--- config.mk ---
export PLATFORM = sky130hd
export DESIGN_NAME = hrb_bus_slave
export DESIGN_NICKNAME = d
export VERILOG_FILES = /design/src/rtl/hrb_pkg.sv /design/src/rtl/hrb_sync.sv /design/src/rtl/hrb_ref_mon.sv /design/src/rtl/hrb_pacer.sv /design/src/rtl/hrb_bus_slave.sv
export SDC_FILE = /design/constraint.sdc
export NUM_CORES = 1
export LEC_CHECK = 0
export ABC_AREA = 1
export ABC_CLOCK_PERIOD_IN_PS = 2300
export BUFFER_PORTS_ARGS = -buffer_cell sky130_fd_sc_hd__clkbuf_2
export CAP_MARGIN = 20
export CELL_PAD_IN_SITES_DETAIL_PLACEMENT = 1
export CELL_PAD_IN_SITES_GLOBAL_PLACEMENT = 2
export CORE_UTILIZATION = 30
export DETAILED_ROUTE_END_ITERATION = 10
export PLACE_DENSITY_LB_ADDON = 0.1
export SYNTH_ARGS = -nofsm -noshare
export SYNTH_HDL_FRONTEND = slang
export SYNTH_SLANG_ARGS = --single-unit
--- constraint.sdc ---
create_clock -name clk -period 2.3 [get_ports clk]
set_clock_uncertainty 0.05 [all_clocks]
set_input_delay 0.345 -clock clk [delete_from_list [all_inputs] [get_ports clk]]
set_output_delay 0.345 -clock clk [all_outputs]
set_load 0.005 [all_outputs]
--- src/rtl/hrb_pkg.sv ---
package hrb_pkg;

  // Register page selected by the address pins
  typedef enum logic [1:0] {
    PG_BASE = 2'b00,
    PG_CHAN = 2'b01,
    PG_SCAN = 2'b10,
    PG_EXT  = 2'b11
  } reg_page_e;

  localparam int SUB_W   = 2;
  localparam int N_SUB   = 1 << SUB_W;

  // Sub-slot indices inside the base page
  localparam int SUB_SND    = 0;
  localparam int SUB_KEYACK = 1;
  localparam int SUB_DTMF   = 2;
  localparam int SUB_LATCH  = 3;

  // Sub-slot indices inside the extended page
  localparam int SUB_VOL  = 0;
  localparam int SUB_PWR  = 1;
  localparam int SUB_LVL  = 2;
  localparam int SUB_HOWL = 3;

endpackage

--- src/rtl/hrb_sync.sv ---
module hrb_sync #(
  parameter int              W       = 1,
  parameter logic [W-1:0]    RST_VAL = '0
) (
  input  logic         clk,
  input  logic         rst_n,
  input  logic [W-1:0] d_async,
  output logic [W-1:0] q_sync
);

  logic [W-1:0] meta_q;
  logic [W-1:0] sync_q;

  always_ff @(posedge clk or negedge rst_n) begin
    if (!rst_n) begin
      meta_q <= RST_VAL;
      sync_q <= RST_VAL;
    end else begin
      meta_q <= d_async;
      sync_q <= meta_q;
    end
  end

  assign q_sync = sync_q;

endmodule

--- src/rtl/hrb_ref_mon.sv ---
module hrb_ref_mon #(
  parameter int N_REF       = 2,
  parameter int REF_TIMEOUT = 16,
  parameter int SETTLE_CYC  = 100
) (
  input  logic             clk,
  input  logic             rst_n,
  input  logic [N_REF-1:0] ref_raw,
  output logic [N_REF-1:0] alive,
  output logic             clk_ok
);

  localparam int MW = $clog2(REF_TIMEOUT + 1);
  localparam int SW = $clog2(SETTLE_CYC + 1);
  localparam logic [MW-1:0] MISS_MAX   = MW'(REF_TIMEOUT);
  localparam logic [SW-1:0] SETTLE_MAX = SW'(SETTLE_CYC);

  logic [N_REF-1:0] ref_s;
  logic [N_REF-1:0] ref_prev_q;
  logic [N_REF-1:0] ref_rise;

  hrb_sync #(.W(N_REF), .RST_VAL('0)) u_ref_sync (
    .clk     (clk),
    .rst_n   (rst_n),
    .d_async (ref_raw),
    .q_sync  (ref_s)
  );

  always_ff @(posedge clk or negedge rst_n) begin
    if (!rst_n) ref_prev_q <= '0;
    else        ref_prev_q <= ref_s;
  end

  assign ref_rise = ref_s & ~ref_prev_q;

  // One silence counter per reference clock
  for (genvar g = 0; g < N_REF; g++) begin : g_ref
    logic [MW-1:0] miss_q;
    logic [MW-1:0] miss_d;

    always_comb begin
      if (ref_rise[g])            miss_d = '0;
      else if (miss_q < MISS_MAX) miss_d = miss_q + 1'b1;
      else                        miss_d = miss_q;
    end

    always_ff @(posedge clk or negedge rst_n) begin
      if (!rst_n) miss_q <= MISS_MAX;
      else        miss_q <= miss_d;
    end

    assign alive[g] = (miss_q < MISS_MAX);
  end

  // Settling counter: runs while all clocks are alive
  logic [SW-1:0] settle_q;
  logic [SW-1:0] settle_d;

  always_comb begin
    if (!(&alive))                settle_d = '0;
    else if (settle_q < SETTLE_MAX) settle_d = settle_q + 1'b1;
    else                          settle_d = settle_q;
  end

  always_ff @(posedge clk or negedge rst_n) begin
    if (!rst_n) settle_q <= '0;
    else        settle_q <= settle_d;
  end

  assign clk_ok = (settle_q == SETTLE_MAX);

endmodule

--- src/rtl/hrb_pacer.sv ---
module hrb_pacer #(
  parameter int FAST_GAP = 40,
  parameter int SLOW_GAP = 200
) (
  input  logic clk,
  input  logic rst_n,
  input  logic wr_edge,
  input  logic fast,
  output logic wr_accept,
  output logic wr_violation,
  output logic [$clog2(SLOW_GAP + 1)-1:0] gap
);

  localparam int GW = $clog2(SLOW_GAP + 1);
  localparam logic [GW-1:0] FAST_L = GW'(FAST_GAP);
  localparam logic [GW-1:0] SLOW_L = GW'(SLOW_GAP);

  logic [GW-1:0] gap_q;
  logic [GW-1:0] gap_d;
  logic [GW-1:0] limit;
  logic          viol_q;
  logic          viol_d;
  logic          wr_drop;

  assign limit     = fast ? FAST_L : SLOW_L;
  assign wr_accept = wr_edge & (gap_q >= limit);
  assign wr_drop   = wr_edge & ~(gap_q >= limit);

  always_comb begin
    if (wr_accept)          gap_d = GW'(1);
    else if (gap_q < SLOW_L) gap_d = gap_q + 1'b1;
    else                    gap_d = gap_q;
    viol_d = viol_q | wr_drop;
  end

  always_ff @(posedge clk or negedge rst_n) begin
    if (!rst_n) begin
      gap_q  <= SLOW_L;
      viol_q <= 1'b0;
    end else begin
      gap_q  <= gap_d;
      viol_q <= viol_d;
    end
  end

  assign wr_violation = viol_q;
  assign gap          = gap_q;

endmodule

--- src/rtl/hrb_bus_slave.sv ---
module hrb_bus_slave
  import hrb_pkg::*;
#(
  parameter int DW          = 8,
  parameter int FAST_GAP    = 40,
  parameter int SLOW_GAP    = 200,
  parameter int SETTLE_CYC  = 100,
  parameter int REF_TIMEOUT = 16,
  parameter int N_REF       = 2
) (
  input  logic             clk,
  input  logic             rst_n,
  input  logic             cs_n,
  input  logic             wr_n,
  input  logic             rd_n,
  input  logic [1:0]       addr,
  input  logic [DW-1:0]    db_in,
  output logic [DW-1:0]    db_out,
  output logic             db_oe,
  input  logic [DW-1:0]    pin,
  input  logic [N_REF-1:0] ref_clk,
  output logic [DW-3:0]    snd_ctl,
  output logic [DW-3:0]    keyack_ctl,
  output logic [DW-3:0]    dtmf_ctl,
  output logic [DW-3:0]    latch_ctl,
  output logic [DW-3:0]    vol_ctl,
  output logic [DW-3:0]    pwr_ctl,
  output logic [DW-3:0]    lvl_ctl,
  output logic [DW-3:0]    howl_ctl,
  output logic [DW-1:0]    chan_sel,
  output logic [DW-2:0]    scan_ctl,
  output logic             wdt_kick,
  output logic             irq_release,
  output logic             wr_violation,
  output logic             clk_ok
);

  localparam int PW = DW - SUB_W;
  localparam int GW = $clog2(SLOW_GAP + 1);

  // ---------------- strobe synchronisation ----------------
  logic [2:0] strobe_s;
  logic       cs_s, wr_s, rd_s;
  logic       wr_prev_q;
  logic       wr_edge;

  hrb_sync #(.W(3), .RST_VAL(3'b111)) u_strobe_sync (
    .clk     (clk),
    .rst_n   (rst_n),
    .d_async ({cs_n, wr_n, rd_n}),
    .q_sync  (strobe_s)
  );

  assign cs_s = strobe_s[2];
  assign wr_s = strobe_s[1];
  assign rd_s = strobe_s[0];

  always_ff @(posedge clk or negedge rst_n) begin
    if (!rst_n) wr_prev_q <= 1'b1;
    else        wr_prev_q <= wr_s;
  end

  assign wr_edge = wr_s & ~wr_prev_q & ~cs_s;

  // ---------------- clock presence and pacing ----------------
  logic [N_REF-1:0] ref_alive;
  logic             wr_accept;
  logic [GW-1:0]    gap;

  hrb_ref_mon #(
    .N_REF       (N_REF),
    .REF_TIMEOUT (REF_TIMEOUT),
    .SETTLE_CYC  (SETTLE_CYC)
  ) u_ref_mon (
    .clk     (clk),
    .rst_n   (rst_n),
    .ref_raw (ref_clk),
    .alive   (ref_alive),
    .clk_ok  (clk_ok)
  );

  hrb_pacer #(
    .FAST_GAP (FAST_GAP),
    .SLOW_GAP (SLOW_GAP)
  ) u_pacer (
    .clk          (clk),
    .rst_n        (rst_n),
    .wr_edge      (wr_edge),
    .fast         (clk_ok),
    .wr_accept    (wr_accept),
    .wr_violation (wr_violation),
    .gap          (gap)
  );

  // ---------------- write decode ----------------
  reg_page_e          page;
  logic [SUB_W-1:0]   sub;
  logic [PW-1:0]      payload;
  logic [N_SUB-1:0]   base_we;
  logic [N_SUB-1:0]   ext_we;
  logic               chan_we;
  logic               scan_we;

  assign page    = reg_page_e'(addr);
  assign sub     = db_in[DW-1 -: SUB_W];
  assign payload = db_in[PW-1:0];

  always_comb begin
    base_we = '0;
    ext_we  = '0;
    chan_we = 1'b0;
    scan_we = 1'b0;
    if (wr_accept) begin
      unique case (page)
        PG_BASE: base_we = N_SUB'(1) << sub;
        PG_CHAN: chan_we = 1'b1;
        PG_SCAN: scan_we = 1'b1;
        PG_EXT:  ext_we  = N_SUB'(1) << sub;
        default: ;
      endcase
    end
  end

  // ---------------- sub-addressed register banks ----------------
  logic [PW-1:0] base_q [N_SUB];
  logic [PW-1:0] ext_q  [N_SUB];

  for (genvar g = 0; g < N_SUB; g++) begin : g_sub
    logic [PW-1:0] base_d;
    logic [PW-1:0] ext_d;

    always_comb begin
      base_d = base_we[g] ? payload : base_q[g];
      ext_d  = ext_we[g]  ? payload : ext_q[g];
    end

    always_ff @(posedge clk or negedge rst_n) begin
      if (!rst_n) begin
        base_q[g] <= '0;
        ext_q[g]  <= '0;
      end else begin
        base_q[g] <= base_d;
        ext_q[g]  <= ext_d;
      end
    end
  end

  // ---------------- whole-byte registers and pulses ----------------
  logic [DW-1:0] chan_q, chan_d;
  logic [DW-2:0] scan_q, scan_d;
  logic          kick_q, kick_d;
  logic          rel_q,  rel_d;

  always_comb begin
    chan_d = chan_we ? db_in : chan_q;
    scan_d = scan_we ? db_in[DW-1:1] : scan_q;
    kick_d = base_we[SUB_LATCH];
    rel_d  = scan_we & db_in[0];
  end

  always_ff @(posedge clk or negedge rst_n) begin
    if (!rst_n) begin
      chan_q <= '0;
      scan_q <= '0;
      kick_q <= 1'b0;
      rel_q  <= 1'b0;
    end else begin
      chan_q <= chan_d;
      scan_q <= scan_d;
      kick_q <= kick_d;
      rel_q  <= rel_d;
    end
  end

  // ---------------- outputs ----------------
  assign snd_ctl     = base_q[SUB_SND];
  assign keyack_ctl  = base_q[SUB_KEYACK];
  assign dtmf_ctl    = base_q[SUB_DTMF];
  assign latch_ctl   = base_q[SUB_LATCH];
  assign vol_ctl     = ext_q[SUB_VOL];
  assign pwr_ctl     = ext_q[SUB_PWR];
  assign lvl_ctl     = ext_q[SUB_LVL];
  assign howl_ctl    = ext_q[SUB_HOWL];
  assign chan_sel    = chan_q;
  assign scan_ctl    = scan_q;
  assign wdt_kick    = kick_q;
  assign irq_release = rel_q;

  // ---------------- read path ----------------
  assign db_oe  = ~cs_s & ~rd_s;
  assign db_out = db_oe ? pin : '0;

endmodule

* Word-level counts from Yosys, hierarchy flattened *
Cells that the tools add are included.

storage, ports and cells
  output and inout bits = 76
  bits of input ports = 25
  bits in registers = 104
  word-level logic and storage cells = 74

cells by class
  reductions and logical operators = 5
  equality and inequality tests = 5
  add/sub/neg operators = 4
  order comparisons = 5
  shift-type cells = 1
  bitwise logic cells = 13
  muxes and demuxes = 18

operators by type and width
  operator             count
  $mux 8               4
  $mux 5               4
  $mux 4               4
  $mux 7               2
  $add 5x1->5 const B  2
  $lt 5x5->1 const B   2
  $add 8x1->8 const B  1
  $ge 8x8->1           1
  $lt 8x8->1 const B   1
  $add 7x1->7 const B  1
  $eq 7x7->1 const B   1
  $lt 7x7->1 const B   1
  $and 1x1->1          6
  $reduce_bool 2->1    3
  $eq 2x2->1 const B   2
  $mux 1               4
  $not 1->1            4
  $shl 1x2->4 const A  1
  $and 2x2->2          1
  $eq 2x1->1 const B   1
  $logic_not 2->1      1
  $ne 2x2->1 const B   1
  $not 2->2            1
  $reduce_and 2->1     1
  $or 1x1->1           1

* Longest topological paths before layout *
  depth after elaboration = 6
  gate-level depth with buffers = 13
  gate-level depth less buffers = 12

* Cells and area by module *
A second synthesis with hierarchy kept.

unflattened totals
  cell total of the unflattened synthesis = 508
  area total of the unflattened synthesis = 4501.8 um^2

by module, submodules not included
  module                           instances  cells each  area each (um^2)  sequential area each (um^2)
  hrb_bus_slave                    1          310         2683.8            1652.8
  hrb_ref_mon                      1          108         944.7             478.0
  hrb_pacer                        1          80          615.6             229.0
  hrb_sync (u_strobe_sync)         1          6           157.7             157.7
  hrb_sync (u_ref_mon.u_ref_sync)  1          4           100.1             100.1

* Worst setup path before layout *
Ideal clock, no wire load.

  kind = flip-flop to flip-flop
  from = register u_ref_mon.settle_q[0]
  to = register u_pacer.gap_q[0] (netlist: u_pacer.gap[0])
  arrival = 1.765 ns
  required time = 2.116 ns
  path buffers = 1
  library setup time = 0.134 ns
  period minus slack after synthesis = 1.949 ns
  setup slack = 0.351 ns
  cell stages (with the launch flop) = 11
  path through = dfrtp_1 inv_1 ha_1 nand4_1 inv_1 ha_1 a21oi_1 nand3_2 buf_6 nand2_1 nand3_1

between the ends
  longest elaborated chain between the ends = 5
  elaborated cells on any way between the ends = 6
  those cells by class = 1 x order compare; 1 x eq/ne; 2 x mux; 1 x bitwise; 1 x reduce/logical

ends and longest elaborated chain
  item                                                RTL line             RTL
  start: declaration                                  hrb_ref_mon.sv:56    logic [SW-1:0] settle_q;
  start signal: assignment                            hrb_ref_mon.sv:67    else settle_q <= settle_d;
  $eq 7x7->1 *                                        hrb_ref_mon.sv:70    assign clk_ok = (settle_q == SETTLE_MAX);
  via clk_ok                                          hrb_bus_slave.sv:35  output logic clk_ok
  $mux 8 *                                            hrb_pacer.sv:25      assign limit = fast ? FAST_L : SLOW_L;
  $ge 8x8->1 *                                        hrb_pacer.sv:26      assign wr_accept = wr_edge & (gap_q >= limit);
  $and 1x1->1 *                                       hrb_pacer.sv:26
  $mux 8 / $reduce_bool 2->1 (equally long branches)  -
  end signal: assignment                              hrb_pacer.sv:41      gap_q <= gap_d;
  end: declaration                                    hrb_pacer.sv:18      logic [GW-1:0] gap_q;

The timed path passes the listed nets; every way through them passes the cells marked *.
A chain may end at the register's enable or synchronous reset.

* Worst setup path in the final report *
  from = register u_ref_mon.settle_q[0]
  to = register ext_q (netlist bit lvl_ctl[4])

between the ends
  longest elaborated chain between the ends = 5

ends and longest elaborated chain
  item                            RTL line              RTL
  $eq 7x7->1                      hrb_ref_mon.sv:70
  $mux 8                          hrb_pacer.sv:25
  $ge 8x8->1                      hrb_pacer.sv:26
  $and 1x1->1                     hrb_pacer.sv:26
  $mux 4                          hrb_bus_slave.sv:113  if (wr_accept) begin
  end signal: indexed assignment  hrb_bus_slave.sv:143  ext_q[g] <= ext_d;
  end: declaration                hrb_bus_slave.sv:126  logic [PW-1:0] ext_q [N_SUB];

Every way passes these cells.

==> flow_summary.json <==
{
  "ys_seq_area_frac": 0.5543,
  "wl_met1_um": 6380,
  "slew_viol_final": 0,
  "hp-class": "input pin to register",
  "dpl.cell_count": 813,
  "required_ns": 2.49,
  "start_util": 0.3095,
  "grt_pass1_wl_um": 21440,
  "vias": 3971,
  "synth_seq_cells": 104,
  "synthAdderAreaFrac": 0.02385,
  "dp_slack_ns": -0.07566,
  "cts_tree": "yes",
  "worstSetupEndpointType": "register",
  "ant_nets": 0,
  "hpwlAfterDp_um": 8977,
  "start_kind": "register",
  "drv_cap": 0,
  "p_per_area_nw_per_um2": 748.9,
  "crit_arrival_ns": 2.34,
  "numCtsBuffers": 9,
  "placementRows": 45,
  "fmax_mhz": 465.0,
  "layout_common_cells": "nand2_1, clkbuf_2, dfrtp_1, nand4_1, inv_1",
  "clk_path_buf_depth": 2,
  "clock_latency_ns": 0.35,
  "hold_violations": 0,
  "clk_pin_slew_ns": 0.07,
  "die_w_um": 127.5,
  "synth_top_family_by_area": "simple AND/OR/NAND/NOR gates",
  "dieHeight_um": 127.5,
  "io_buffers": 100,
  "status": "finished, final reports clean",
  "grt.overflow.total": 0,
  "place.gp.congestion": 0.7645,
  "wire_per_inst_um": 16.03,
  "instances_no_fill": 834,
  "core-area_um2": 15260,
  "fill_cells": 1809,
  "route.detailed.drc": 0,
  "track_usage": 0.1729,
  "tightest_slew_ns": 0.7016,
  "drive_gt1_frac": 0.2713,
  "path_class": "register to register",
  "setup_viol": 0,
  "area_delta_synth_final_pct": 27.11,
  "nets": 652,
  "drtIter0Drc": 149,
  "multi_input_area_um2": 1863,
  "io_pins": 101,
  "antenna_found_initial": 0,
  "synthMuxAreaShare": 0,
  "synthCells": 517,
  "htreeDepth": 3,
  "utilization": 0.3934,
  "hold_depth": 1,
  "grt_pass1_vias": 4015,
  "synthDistinctLibCells": 27,
  "top_layer_used": "met4",
  "firstDrtPassIters": 4,
  "synth_area_um2": 4722,
  "finalWirelength_um": 13370,
  "yosysWarnings": 0,
  "worst_slack_ns": 0.1497,
  "syn_nets": 551,
  "fin_crit_sh": 0.9349,
  "root_buffer": "clkbuf_16",
  "vias_per_cell": 4.761,
  "clock-sinks": 104,
  "crit_fanout": 18,
  "p_leak_nw": 3.227,
  "ir_drop_v": 0.0003449,
  "synthSimpleGateAreaFrac": 0.3206,
  "synth_compound_area_frac": 0.02650,
  "register_area_um2": 2618,
  "synth.avg_cell_area_um2": 9.134,
  "synth_xor_area_frac": 0.001855,
  "slew-limit-headroom": 0.5306,
  "route.met3.wl_um": 609,
  "grt_start_max_net_pins": 76,
  "n_antenna_cell": 0,
  "layout_min_cycle_time_ns": 2.150,
  "worst_r2r_path_depth": 13,
  "layout.cells.most_common": "nand2_1",
  "wl_met2_um": 6199,
  "dieArea_um2": 16250
}
-- stage by stage --
step                      setup TNS (ns)  hold WS [ns]  instance area (um^2)  total power [mW]
final                                  0       0.02368                  6002             4.495
after global routing           -0.006235      0.008265                  6002             4.758
after CTS                              0       0.01132                  5827             4.555
after detailed placement         -0.4369        0.2871                  5465             2.725
after global placement                 0        0.2860                  5465             2.688
after floorplan                        0    -0.0005911                  4722             2.463
-- path summary, 6_finish.rpt --
check,from,endpoint,slack [ns]
max in group asynchronous,rst_n,u_ref_mon.g_ref[0].miss_q[4]$_DFFE_PN1P_,1.05
min in group asynchronous,rst_n,u_pacer.gap[2]$_DFFE_PN0P_,0.49
worst max-delay path,u_ref_mon.settle_q[0]$_DFFE_PN0P_,lvl_ctl[4]$_DFFE_PN0P_,0.15
worst min-delay path,rd_n,u_strobe_sync.meta_q[0]$_DFF_PN1_,0.02
worst min register to register,u_ref_mon.u_ref_sync.meta_q[1]$_DFF_PN0_,u_ref_mon.u_ref_sync.q_sync[1]$_DFF_PN0_,0.30
worst max register to register,u_ref_mon.settle_q[0]$_DFFE_PN0P_,lvl_ctl[4]$_DFFE_PN0P_,0.15
-- synth_stat cells --
cell	n	area, um^2
or2_2	1	6.260
nor3_1	5	25.02
a21oi_1	13	65.06
a31oi_1	3	18.77
nor3b_1	2	15.01
dfrtp_1	92	2302
dfstp_2	12	315.3
buf_4	3	22.52
nor2_1	30	112.6
nor3_2	2	20.02
nand4_1	70	437.9
ha_1	9	112.6
buf_2	8	40.04
nand3b_1	1	7.510
a41oi_1	1	8.760
clkbuf_1	7	26.28
buf_6	7	78.83
nor2_2	2	12.51
inv_1	47	176.4
xor2_1	1	8.760
nor3_4	5	81.33
nand3_1	12	60.06
nand3_2	10	100.1
o21bai_1	1	7.510
and3_1	2	12.51
nand2_1	166	623.1
o21ai_0	5	25.02
-- what timing repair did --
action,4_1_cts,5_1_grt
setup endpoints to repair,14,73
setup buffers,0,1
resized for setup,2,16
hold buffers,1,0
hold endpoints to repair,28,0
cloned,0,3
pin swaps,0,1
-- power breakdown --
part	internal, mW	leakage [nW]	switching [mW]	total (mW)
Clock	1.07	0.163	0.727	1.80
Combinational	0.237	1.71	0.377	0.614
Sequential	1.97	1.35	0.111	2.08
-- worst max-delay path: stages, from the launching register on --
cell	delay [ns]
dfrtp_1	0.40
inv_2	0.07
ha_1	0.14
nand4_1	0.13
inv_2	0.14
ha_1	0.25
nand2_1	0.10
inv_1	0.04
nand2_1	0.10
nand3_4	0.12
buf_6	0.16
clkbuf_16	0.17
nand4_1	0.08
nand2_1	0.06
-- routing by layer --
metal	up-vias	GRT usage
met4	0	0.05812
met2	81	0.2758
li1	1924	-
met3	12	0.04313
met5	-	0
met1	1954	0.2288
-- area by class of cell --
type / instances / area share
timing repair buffer: 115 / 0.1228
clock inverter: 6 / 0.01918
clock buffer: 10 / 0.03815
inverter: 47 / 0.02939
sequential: 104 / 0.4361
multi-input combinational: 341 / 0.3104
tap: 211 / 0.04399
-- state kept, by name, summed over array words and instances (netlist names), 7 cells and up --
register / count
chan_sel: 8
scan_ctl: 7
u_pacer.gap: 8
u_ref_mon.g_ref.miss_q: 10
u_ref_mon.settle_q: 7
-- cell families (layout without fill, tap and decap cells) --
| kind of cell | after synthesis | count (layout) |
|---|---|---|
| AO/OA/AOI/OAI | 23 | 23 |
| XOR/XNOR | 1 | 1 |
| adder cells (fa/ha/maj) | 9 | 9 |
| buffers and inverters | 72 | 178 |
| flip-flops | 104 | 104 |
| AND/OR/NAND/NOR | 308 | 308 |
Note: power is estimated with default switching activity, not from simulation.
